$ cat config.mk
export PLATFORM = sky130hd
export DESIGN_NAME = i2c_regbank_slave
export DESIGN_NICKNAME = d
export VERILOG_FILES = /design/src/rtl/i2c_rb_pkg.sv /design/src/rtl/i2c_line_filter.sv /design/src/rtl/i2c_bus_events.sv /design/src/rtl/i2c_target_fsm.sv /design/src/rtl/i2c_regbank_slave.sv
export SDC_FILE = /design/constraint.sdc
export NUM_CORES = 1
export LEC_CHECK = 0
export BUFFER_PORTS_ARGS = -buffer_cell sky130_fd_sc_hd__buf_4
export CORE_AREA = 2 2 91 93
export CTS_BUF_LIST = sky130_fd_sc_hd__clkbuf_2 sky130_fd_sc_hd__clkbuf_4 sky130_fd_sc_hd__clkbuf_8
export CTS_CLUSTER_DIAMETER = 150
export DETAILED_ROUTE_END_ITERATION = 12
export DIE_AREA = 0 0 93 95
export PLACE_DENSITY_LB_ADDON = 0.25
export SLEW_MARGIN = 20
export SYNTH_ARGS = -nofsm -noshare
export SYNTH_HDL_FRONTEND = slang
export SYNTH_HIERARCHICAL = 1
export SYNTH_SLANG_ARGS = --single-unit
$ cat constraint.sdc
create_clock -name clk -period 2.7 [get_ports clk]
set_clock_uncertainty 0.1 [all_clocks]
set_input_delay 0.405 -clock clk [delete_from_list [all_inputs] [get_ports clk]]
set_output_delay 0.405 -clock clk [all_outputs]
set_load 0.01 [all_outputs]
$ cat src/rtl/i2c_rb_pkg.sv
package i2c_rb_pkg;
  typedef enum logic [3:0] {
    ST_IDLE,
    ST_ADDR,
    ST_ADDR_ACK,
    ST_SUB,
    ST_SUB_ACK,
    ST_WDATA,
    ST_WDATA_ACK,
    ST_RDATA,
    ST_RACK
  } tgt_state_t;
endpackage

$ cat src/rtl/i2c_line_filter.sv
module i2c_line_filter #(
  parameter int SYNC_STAGES = 2,
  parameter int FILT_LEN    = 3
) (
  input  logic clk,
  input  logic rst_n,
  input  logic din,
  output logic dout
);
  logic [SYNC_STAGES-1:0] sync_q;
  logic [FILT_LEN-1:0]    hist_q;

  always_ff @(posedge clk or negedge rst_n) begin
    if (!rst_n) begin
      sync_q <= '1;
      hist_q <= '1;
      dout   <= 1'b1;
    end else begin
      sync_q <= {sync_q[SYNC_STAGES-2:0], din};
      hist_q <= {hist_q[FILT_LEN-2:0], sync_q[SYNC_STAGES-1]};
      if (&hist_q)
        dout <= 1'b1;
      else if (~|hist_q)
        dout <= 1'b0;
    end
  end
endmodule

$ cat src/rtl/i2c_bus_events.sv
module i2c_bus_events (
  input  logic clk,
  input  logic rst_n,
  input  logic scl,
  input  logic sda,
  output logic scl_rise,
  output logic scl_fall,
  output logic start_det,
  output logic stop_det
);
  logic scl_d, sda_d;

  always_ff @(posedge clk or negedge rst_n) begin
    if (!rst_n) begin
      scl_d <= 1'b1;
      sda_d <= 1'b1;
    end else begin
      scl_d <= scl;
      sda_d <= sda;
    end
  end

  assign scl_rise  = scl & ~scl_d;
  assign scl_fall  = ~scl & scl_d;
  assign start_det = scl & scl_d & sda_d & ~sda;
  assign stop_det  = scl & scl_d & ~sda_d & sda;
endmodule

$ cat src/rtl/i2c_target_fsm.sv
module i2c_target_fsm
  import i2c_rb_pkg::*;
#(
  parameter int AW = 8,
  parameter int DW = 8
) (
  input  logic          clk,
  input  logic          rst_n,
  input  logic [6:0]    dev_addr,
  input  logic          sda_s,
  input  logic          scl_rise,
  input  logic          scl_fall,
  input  logic          start_det,
  input  logic          stop_det,
  output logic          sda_oe,
  output logic          wr_valid,
  input  logic          wr_ready,
  output logic [AW-1:0] wr_addr,
  output logic [DW-1:0] wr_data,
  output logic [AW-1:0] rd_addr,
  input  logic [DW-1:0] rd_data
);
  localparam int CNT_W = $clog2(DW + 1) + 1;
  localparam logic [CNT_W-1:0] BYTE_DONE = CNT_W'(DW);
  localparam logic [CNT_W-1:0] LAST_TX   = CNT_W'(DW - 1);

  tgt_state_t       state;
  logic [CNT_W-1:0] bit_cnt;
  logic [DW-1:0]    shreg;
  logic [DW-1:0]    tx_q;
  logic [AW-1:0]    ptr;
  logic             rw_q;
  logic             host_ack;
  logic             wr_pending;

  assign rd_addr    = ptr;
  assign wr_pending = wr_valid & ~wr_ready;

  always_ff @(posedge clk or negedge rst_n) begin
    if (!rst_n) begin
      state    <= ST_IDLE;
      bit_cnt  <= '0;
      shreg    <= '0;
      tx_q     <= '0;
      ptr      <= '0;
      rw_q     <= 1'b0;
      host_ack <= 1'b0;
      sda_oe   <= 1'b0;
      wr_valid <= 1'b0;
      wr_addr  <= '0;
      wr_data  <= '0;
    end else begin
      if (wr_valid && wr_ready)
        wr_valid <= 1'b0;

      if (start_det) begin
        state   <= ST_ADDR;
        bit_cnt <= '0;
        sda_oe  <= 1'b0;
      end else if (stop_det) begin
        state  <= ST_IDLE;
        sda_oe <= 1'b0;
      end else begin
        case (state)
          ST_ADDR, ST_SUB, ST_WDATA: begin
            if (scl_rise) begin
              shreg   <= {shreg[DW-2:0], sda_s};
              bit_cnt <= bit_cnt + 1'b1;
            end else if (scl_fall && bit_cnt == BYTE_DONE) begin
              bit_cnt <= '0;
              if (state == ST_ADDR) begin
                if (shreg[DW-1:1] == dev_addr) begin
                  sda_oe <= 1'b1;
                  rw_q   <= shreg[0];
                  state  <= ST_ADDR_ACK;
                end else begin
                  state <= ST_IDLE;
                end
              end else if (state == ST_SUB) begin
                ptr    <= AW'(shreg);
                sda_oe <= 1'b1;
                state  <= ST_SUB_ACK;
              end else begin
                if (!wr_pending) begin
                  wr_valid <= 1'b1;
                  wr_addr  <= ptr;
                  wr_data  <= shreg;
                  ptr      <= ptr + 1'b1;
                  sda_oe   <= 1'b1;
                end
                state <= ST_WDATA_ACK;
              end
            end
          end
          ST_ADDR_ACK: begin
            if (scl_fall) begin
              bit_cnt <= '0;
              if (rw_q) begin
                tx_q   <= {rd_data[DW-2:0], 1'b0};
                sda_oe <= ~rd_data[DW-1];
                ptr    <= ptr + 1'b1;
                state  <= ST_RDATA;
              end else begin
                sda_oe <= 1'b0;
                state  <= ST_SUB;
              end
            end
          end
          ST_SUB_ACK, ST_WDATA_ACK: begin
            if (scl_fall) begin
              sda_oe <= 1'b0;
              state  <= ST_WDATA;
            end
          end
          ST_RDATA: begin
            if (scl_fall) begin
              if (bit_cnt == LAST_TX) begin
                sda_oe  <= 1'b0;
                bit_cnt <= '0;
                state   <= ST_RACK;
              end else begin
                bit_cnt <= bit_cnt + 1'b1;
                sda_oe  <= ~tx_q[DW-1];
                tx_q    <= {tx_q[DW-2:0], 1'b0};
              end
            end
          end
          ST_RACK: begin
            if (scl_rise) begin
              host_ack <= ~sda_s;
            end else if (scl_fall) begin
              if (host_ack) begin
                tx_q   <= {rd_data[DW-2:0], 1'b0};
                sda_oe <= ~rd_data[DW-1];
                ptr    <= ptr + 1'b1;
                state  <= ST_RDATA;
              end else begin
                state <= ST_IDLE;
              end
            end
          end
          default: ;
        endcase
      end
    end
  end
endmodule

$ cat src/rtl/i2c_regbank_slave.sv
module i2c_regbank_slave #(
  parameter int         AW          = 8,
  parameter int         DW          = 8,
  parameter int         SYNC_STAGES = 2,
  parameter int         FILT_LEN    = 3,
  parameter logic [5:0] DEV_ADDR_HI = 6'h0E
) (
  input  logic          clk,
  input  logic          rst_n,
  input  logic          addr_sel,
  input  logic          scl_in,
  input  logic          sda_in,
  output logic          sda_oe,
  output logic          wr_valid,
  input  logic          wr_ready,
  output logic [AW-1:0] wr_addr,
  output logic [DW-1:0] wr_data,
  output logic [AW-1:0] rd_addr,
  input  logic [DW-1:0] rd_data
);
  localparam int NLINES = 2;

  logic [NLINES-1:0] line_raw;
  logic [NLINES-1:0] line_filt;
  logic scl_filt, sda_filt;
  logic scl_rise, scl_fall, start_det, stop_det;
  logic [6:0] dev_addr;

  assign line_raw = {sda_in, scl_in};
  assign scl_filt = line_filt[0];
  assign sda_filt = line_filt[1];
  assign dev_addr = {DEV_ADDR_HI, addr_sel};

  for (genvar g = 0; g < NLINES; g++) begin : g_line
    i2c_line_filter #(
      .SYNC_STAGES(SYNC_STAGES),
      .FILT_LEN   (FILT_LEN)
    ) u_filt (
      .clk  (clk),
      .rst_n(rst_n),
      .din  (line_raw[g]),
      .dout (line_filt[g])
    );
  end

  i2c_bus_events u_events (
    .clk      (clk),
    .rst_n    (rst_n),
    .scl      (scl_filt),
    .sda      (sda_filt),
    .scl_rise (scl_rise),
    .scl_fall (scl_fall),
    .start_det(start_det),
    .stop_det (stop_det)
  );

  i2c_target_fsm #(
    .AW(AW),
    .DW(DW)
  ) u_fsm (
    .clk      (clk),
    .rst_n    (rst_n),
    .dev_addr (dev_addr),
    .sda_s    (sda_filt),
    .scl_rise (scl_rise),
    .scl_fall (scl_fall),
    .start_det(start_det),
    .stop_det (stop_det),
    .sda_oe   (sda_oe),
    .wr_valid (wr_valid),
    .wr_ready (wr_ready),
    .wr_addr  (wr_addr),
    .wr_data  (wr_data),
    .rd_addr  (rd_addr),
    .rd_data  (rd_data)
  );
endmodule

==> results of run 1 <==
==> metrics by stage <==
| stage | setup slack [ps] | hold WS, ps |
|---|---|---|
| final | 220.3 | 53.94 |
| after global routing | 5.469 | 30.25 |
| after CTS | 236.7 | 41.94 |
| after detailed placement | 246.5 | 249.1 |
| after global placement | 267.5 | 245.5 |
| after floorplan | 217.9 | 9.409 |
==> final cells by class <==
class	count	area, um^2
inverters	10	37.54
clock buffers	10	131.4
repair buffers	52	390.4
flip-flops and latches	66	1669
clock inverters	6	67.56
fillers	751	3872
multi-input cells	241	1628
well taps	105	131.4
==> sequential cells by signal, indices dropped and copies added, names as in the netlist, 2 cells and up <==
name                  count
u_fsm/wr_data             8
u_fsm/tx_q                7
u_fsm/rd_addr             8
g_line.u_filt/hist_q      6
u_fsm/shreg               8
g_line.u_filt/sync_q      4
g_line.u_filt/dout        2
u_fsm/state               4
u_fsm/wr_addr             8
u_fsm/bit_cnt             5
==> final timing paths <==
kind / start / end / slack [ps]
min: rst_n / u_fsm/bit_cnt[3] / 50
min reg2reg: g_line[1].u_filt/sync_q[0] / g_line[1].u_filt/sync_q[1] / 260
max: u_fsm/state[1] / u_fsm/tx_q[4] / 220
max in group asynchronous: rst_n / u_fsm/wr_data[1] / 1920
min in group clk: scl_in / g_line[0].u_filt/sync_q[0] / 60
max reg2reg: u_fsm/state[1] / u_fsm/tx_q[4] / 220
==> cells in the final DEF (no fill, tap or decap), types with 4 or more instances in the layout <==
| cell type | Yosys | layout |
|---|---|---|
| inv_1 | 10 | 10 |
| nand3_1 | 14 | 14 |
| nand4_1 | 4 | 4 |
| o21ai_0 | 14 | 14 |
| mux2_2 | 25 | 25 |
| nand2_1 | 40 | 40 |
| xor2_1 | 4 | 4 |
| a21oi_1 | 17 | 17 |
| nand2b_1 | 5 | 5 |
| dfstp_2 | 14 | 14 |
| and3_1 | 4 | 4 |
| nor2b_1 | 10 | 10 |
| clkbuf_8 | 0 | 9 |
| dfrtp_1 | 52 | 52 |
| nor2_1 | 14 | 14 |
| o21ai_1 | 5 | 5 |
| buf_4 | 1 | 52 |
| a31oi_1 | 15 | 15 |
| conb_1 | 2 | 6 |
==> worst reg2reg max path: cells and delay by family (launching register included) <==
kind                   cells  cell delay, ps
AND/OR/NAND/NOR            2             540
buffers and inverters      1             210
AO/OA/AOI/OAI              3             950
flip-flops                 1             580
==> layer usage <==
metal  track usage  share of wire
met5             0              0
met3       0.05347          0.067
met1        0.2471           0.46
met4       0.07108          0.019
met2        0.2633           0.45
==> where the power goes <==
| part | internal (W) | switching [W] | total, W |
|---|---|---|---|
| registers | 0.00117 | 0.000216 | 0.00138 |
| clock network | 0.000439 | 0.000394 | 0.000833 |
| logic | 0.000443 | 0.000523 | 0.000966 |
==> kinds of logic (layout without fill, tap and decap cells) <==
kind of cell | after synthesis | after routing | synth area share
AOI/OAI and AO/OA | 77 | 77 | 0.1520
xor gates and xnor gates | 7 | 7 | 0.01800
other | 2 | 6 | 0.002204
and+or+nand+nor | 120 | 120 | 0.1987
muxes | 28 | 28 | 0.09144
DFF | 66 | 66 | 0.4899
adders and majority gates | 3 | 3 | 0.01102
buffers and inverters | 26 | 78 | 0.03672
==> summary.md, run 1 <==
| Metric | Value |
|---|---|
| Unrepaired setup endpoints after global routing | no |
| Gr ovfl total | 0 |
| Routed Antenna Nets | 0 |
| Row count | 33 |
| Area share of the largest cell type after synthesis | 0.3819 |
| Period utilization | 0.9184 |
| Hold_buf cts | 0 |
| Sequential area share after synthesis | 0.4899 |
| Worst Hold Class | input port to async pin |
| Fin Setup TNS | 0 ps |
| Clk sink count | 66 |
| First-pass detailed-route iteration total | 4 |
| Width of the chip | 93 um |
| Status | finished, final reports clean |
| CP Data Required Time | 2850 ps |
| Root Driver | clkbuf_8 |
| GPL Wtd Cong | 0.9256 |
| Ys Warns | 6 |
| Initial antenna violation count | 0 |
| Count leader, synth | dfrtp_1 |
| Layout cells sized above 1 | 0.3169 |
| Worst path depth | 6 |
| Final hold violations | 0 |
| CP max FO | 14 |
| CP Capture Type | flop |
| Final core occ | 0.5115 |
| Tmin final | 2480 ps |
| Cell taking the most area after synthesis | dfrtp_1 |
| CTS H-tree lvls | 3 |
| EDFF count, synth | 0 |
| Final Cell Area | 0.004055 mm^2 |
| Pwr Total | 0.003183 W |
| Latest clock arrival within the worst-skew pair | 350 ps |
| Max cap viols | 0 |
| Num CTS Buffers | 9 |
| WS Path Type | flop to flop |
| FF-to-FF path depth | 6 |
| Buf/Inv on CP | 1 |
| Yosys reg bits | 66 |
| Die ar. | 0.008835 mm^2 |
| Post-synthesis cell area | 0.003407 mm^2 |
| First-pass GRT wire length | 12270 um |
| Clk slew on worst S/H paths | 70 ps |
| WL/cell | 15.00 um |
| Setup bufs post-CTS | 0 |
| Clock tree buffer depth | 2 |
| Largest net degree at the start of global routing | 67 |
| Ports | 40 |
| Die Span Y | 95 um |
| Port Buffers | 39 |
| Peak supply drop | 0.4577 mV |
| Placed cells | 474 |
| Post-synth top flop | dfrtp_1 |
| Commonest cells post-synth | 52 x dfrtp_1, 40 x nand2_1, 25 x mux2_2 |
| Leakage | 1.824 nW |
| Setup violations, final | 0 |
| Syn_area_per_cell | 10.36 um^2 |
| Routed vias/inst | 5.427 |
| Crit-path cells | buf_4 -> and4b_1 -> a31oi_1 -> a211oi_4 -> nor2_1 -> a31oi_1 |
| Crit-path leading delay family | compound AO/OA/AOI/OAI gates |
| DP Wirelength | 5094 um |
| Ys async rst share | 1.000 |
| Synth area leaders | dfrtp_1 38%, dfstp_2 11%, mux2_2 8.3% |
| Worst-margin pin slew | 809.8 ps |
| Post-cts resize count | 0 |
| Nets | 397 |
| Slew margin rel. | 0.4601 |
| Achievable Freq | 0.4033 GHz |
| Mapped Cells | 329 |
| Synth-to-Final Area Change | 19.02% |
| Initial Util | 0.4298 |
| GRT Total Usage | 0.1785 |
| Number of diodes | 0 |
| Non-Filler Instances | 490 |
| Max incr delay on CP | 580 ps |
| DP Area | 0.003856 mm^2 |
| Slowest stage cell, crit path | dfrtp_1 |
| CP Launch Type | flop |
| CP dominant cell by count | a31oi_1 |
| Arr. time, crit path | 2630 ps |
| Via count | 2659 |
| Core area | 0.007928 mm^2 |
| Remaining DRCs | 0 |
| Initial drt markers | 214 |
| CTS tree | done |
| Netlist cell types | 62 |
| Slew Limit Fails | 0 |
| Vias in the first global route | 2504 |
| WL final | 7351 um |
| PwrDens | 784.9 mW/mm^2 |
Power figures use the tool's default switching activity.
==> run 2: changes to the inputs <==
- CELL_PAD_IN_SITES_DETAIL_PLACEMENT: unset -> 1
- CELL_PAD_IN_SITES_GLOBAL_PLACEMENT: unset -> 2
- CORE_AREA: 2 2 91 93 -> 2 2 96 98
- DIE_AREA: 0 0 93 95 -> 0 0 98 100
- SYNTH_HIERARCHICAL: 1 -> unset
==> run 2 against run 1 <==
  * First-iteration DRC count decreased by 71%
  * Flip-flop and latch count did not move
  * Design area rose by 0.86%
  * Critical path depth grew 2
  * Area after synthesis barely moved
  * Highest routed layer unchanged
  * Sequential power is 7% higher
  * Count of clock-buffer cells in the layout is 1 higher
  * Clock power increased by 2.6%
  * Register-to-register slack about the same
  * Global-route usage up 0.22 points
  * Routed wire length rose by 12%
==> summary.md, run 2 <==
| Metric | Value |
|---|---|
| CTS H-tree lvls | 3 |
| Post-synth top flop | dfrtp_1 |
| Die ar. | 0.009800 mm^2 |
| Commonest cells post-synth | 52 x dfrtp_1, 39 x mux2_2, 18 x o21ai_0 |
| Final hold violations | 0 |
| Gr ovfl total | 0 |
| Mapped Cells | 302 |
| Width of the chip | 98 um |
| Reg2reg start | u_fsm.bit_cnt[0] |
| Ports | 40 |
| GPL Wtd Cong | 0.7992 |
| Initial drt markers | 61 |
| Achievable Freq | 0.4055 GHz |
| Port Buffers | 39 |
| Leakage | 1.798 nW |
| WS Path Type | flop to flop |
| Syn_area_per_cell | 11.29 um^2 |
| Die Span Y | 100 um |
| CP max FO | 5 |
| Tmin final | 2466 ps |
| Vias in the first global route | 2691 |
| Worst-margin pin slew | 836.0 ps |
| Netlist cell types | 64 |
| CTS tree | done |
| Synth area leaders | dfrtp_1 38%, mux2_2 13%, dfstp_2 11% |
| Clk sink count | 66 |
| Critical Path End | u_fsm.rd_addr[0] |
| Remaining DRCs | 0 |
| Slew Limit Fails | 0 |
| DP Wirelength | 5858 um |
| Count leader, synth | dfrtp_1 |
| Arr. time, crit path | 2590 ps |
| WL final | 8254 um |
| Clk slew on worst S/H paths | 70 ps |
| FF-to-FF path depth | 8 |
| Row count | 35 |
| Most common cell after layout, fill and taps aside | buf_4 |
| Layout cells sized above 1 | 0.4022 |
| EDFF count, synth | 0 |
| Root Driver | clkbuf_8 |
| Area share of the largest cell type after synthesis | 0.3818 |
| Fin Setup TNS | 0 ps |
| Num CTS Buffers | 9 |
| Largest net degree at the start of global routing | 67 |
| Ys async rst share | 1.000 |
| Clock tree buffer depth | 2 |
| Routed Antenna Nets | 0 |
| CP Launch Point | u_fsm.bit_cnt[0] |
| Synth-to-Final Area Change | 20.01% |
| Post-cts resize count | 0 |
| CP Capture Type | flop |
| Setup violations, final | 0 |
| Ys Warns | 0 |
| Nets | 370 |
| FF-to-FF End | u_fsm.rd_addr[0] |
| Initial Util | 0.3834 |
| Core area | 0.008890 mm^2 |
| WL/cell | 17.60 um |
| Max cap viols | 0 |
| First-pass detailed-route iteration total | 4 |
| CP Data Required Time | 2820 ps |
| Period utilization | 0.9133 |
| FF-to-FF setup slack | 230 ps |
| Peak supply drop | 0.3467 mV |
| Sequential area share after synthesis | 0.4897 |
| Yosys reg bits | 66 |
| Status | finished, final reports clean |
| GRT Total Usage | 0.1808 |
| Worst Hold Class | input port to async pin |
| Number of diodes | 0 |
| PwrDens | 837.8 mW/mm^2 |
| Initial antenna violation count | 0 |
| First-pass GRT wire length | 13960 um |
| Post-synthesis cell area | 0.003408 mm^2 |
| Pwr Total | 0.003427 W |
| CP Launch Type | flop |
| Routed vias/inst | 5.495 |
| Unrepaired setup endpoints after global routing | no |
| Cell taking the most area after synthesis | dfrtp_1 |
| Most frequent cells in the layout | 55 x buf_4, 52 x dfrtp_1, 39 x mux2_2 |
| Syn_nets | 319 |
| Hold_buf cts | 0 |
| Latest clock arrival within the worst-skew pair | 340 ps |
| Slew margin rel. | 0.4427 |
| Via count | 2577 |
run 2: worst min path at each step:
| stage | from | end | depth (start not counted) |
|---|---|---|---|
| 6_report | rst_n | u_fsm.wr_addr[1] | 1 |
| 5_1_grt | sda_in | g_line[1].u_filt.sync_q[0] | 1 |
| 4_1_cts | sda_in | g_line[1].u_filt.sync_q[0] | 1 |
| 3_5_place_dp | g_line[0].u_filt.sync_q[1] | g_line[0].u_filt.hist_q[0] | 0 |
| 3_3_place_gp | g_line[1].u_filt.sync_q[1] | g_line[1].u_filt.hist_q[0] | 0 |
| 2_1_floorplan | rst_n | u_fsm.bit_cnt[0] | 0 |
run 2: repair_timing:
action,4_1_cts,5_1_grt
buffers inserted,0,2
endpoints found under the setup margin,0,1
endpoints found under the hold margin,0,0
run 2: cells by family after synthesis:
| family | count (synthesis) | synth area share |
|---|---|---|
| AOI/OAI and AO/OA | 77 | 0.1626 |
| xor gates and xnor gates | 3 | 0.007711 |
| adders and majority gates | 3 | 0.01101 |
| buffers and inverters | 21 | 0.03047 |
| DFF | 66 | 0.4897 |
| muxes | 41 | 0.1347 |
| and+or+nand+nor | 91 | 0.1637 |
run 2: metrics by stage:
step                      cell area (um^2)  utilization  cells  setup slack, ps  hold slack [ps]
final                                 4090       0.4601    469            234.1            54.04
after global routing                  4090       0.4601    469            84.87            42.03
after CTS                             4068       0.4576    467            176.9            43.32
after detailed placement              3864       0.4346    451            191.8            248.5
after global placement                3864       0.4346    451            263.0            246.7
after floorplan                       3408            -    302            442.5            9.409
run 2: final cells by class:
class | instances | area (um^2)
Clock buffer | 11 | 151.4
Clock inverter | 5 | 52.55
Fill cell | 972 | 4800
Inverter | 6 | 22.52
Multi-Input combinational cell | 215 | 1643
Sequential cell | 66 | 1669
Tap cell | 111 | 138.9
Timing Repair Buffer | 55 | 412.9
run 2: power breakdown:
group          leakage (nW)  internal, W  total, W  switching, W
clock                 0.105     0.000472  0.000855      0.000383
sequential            0.827      0.00120   0.00148      0.000281
combinational         0.866     0.000540   0.00109      0.000551
total                  1.80      0.00221   0.00343       0.00122
run 2: critical path, cell delays in order, from the launching register on:
cell	delay, ps
dfrtp_1	400
inv_1	80
ha_1	140
nand4bb_1	220
or4_1	590
a311oi_4	370
buf_4	190
a21boi_0	170
mux2i_1	90
run 2: per-layer routing:
metal  track usage  wire [um]  share of wire
met1        0.2490       4012           0.49
met3       0.03830        235          0.028
met4       0.07051        148          0.018
met5             0          0              0
met2        0.2813       3856           0.47
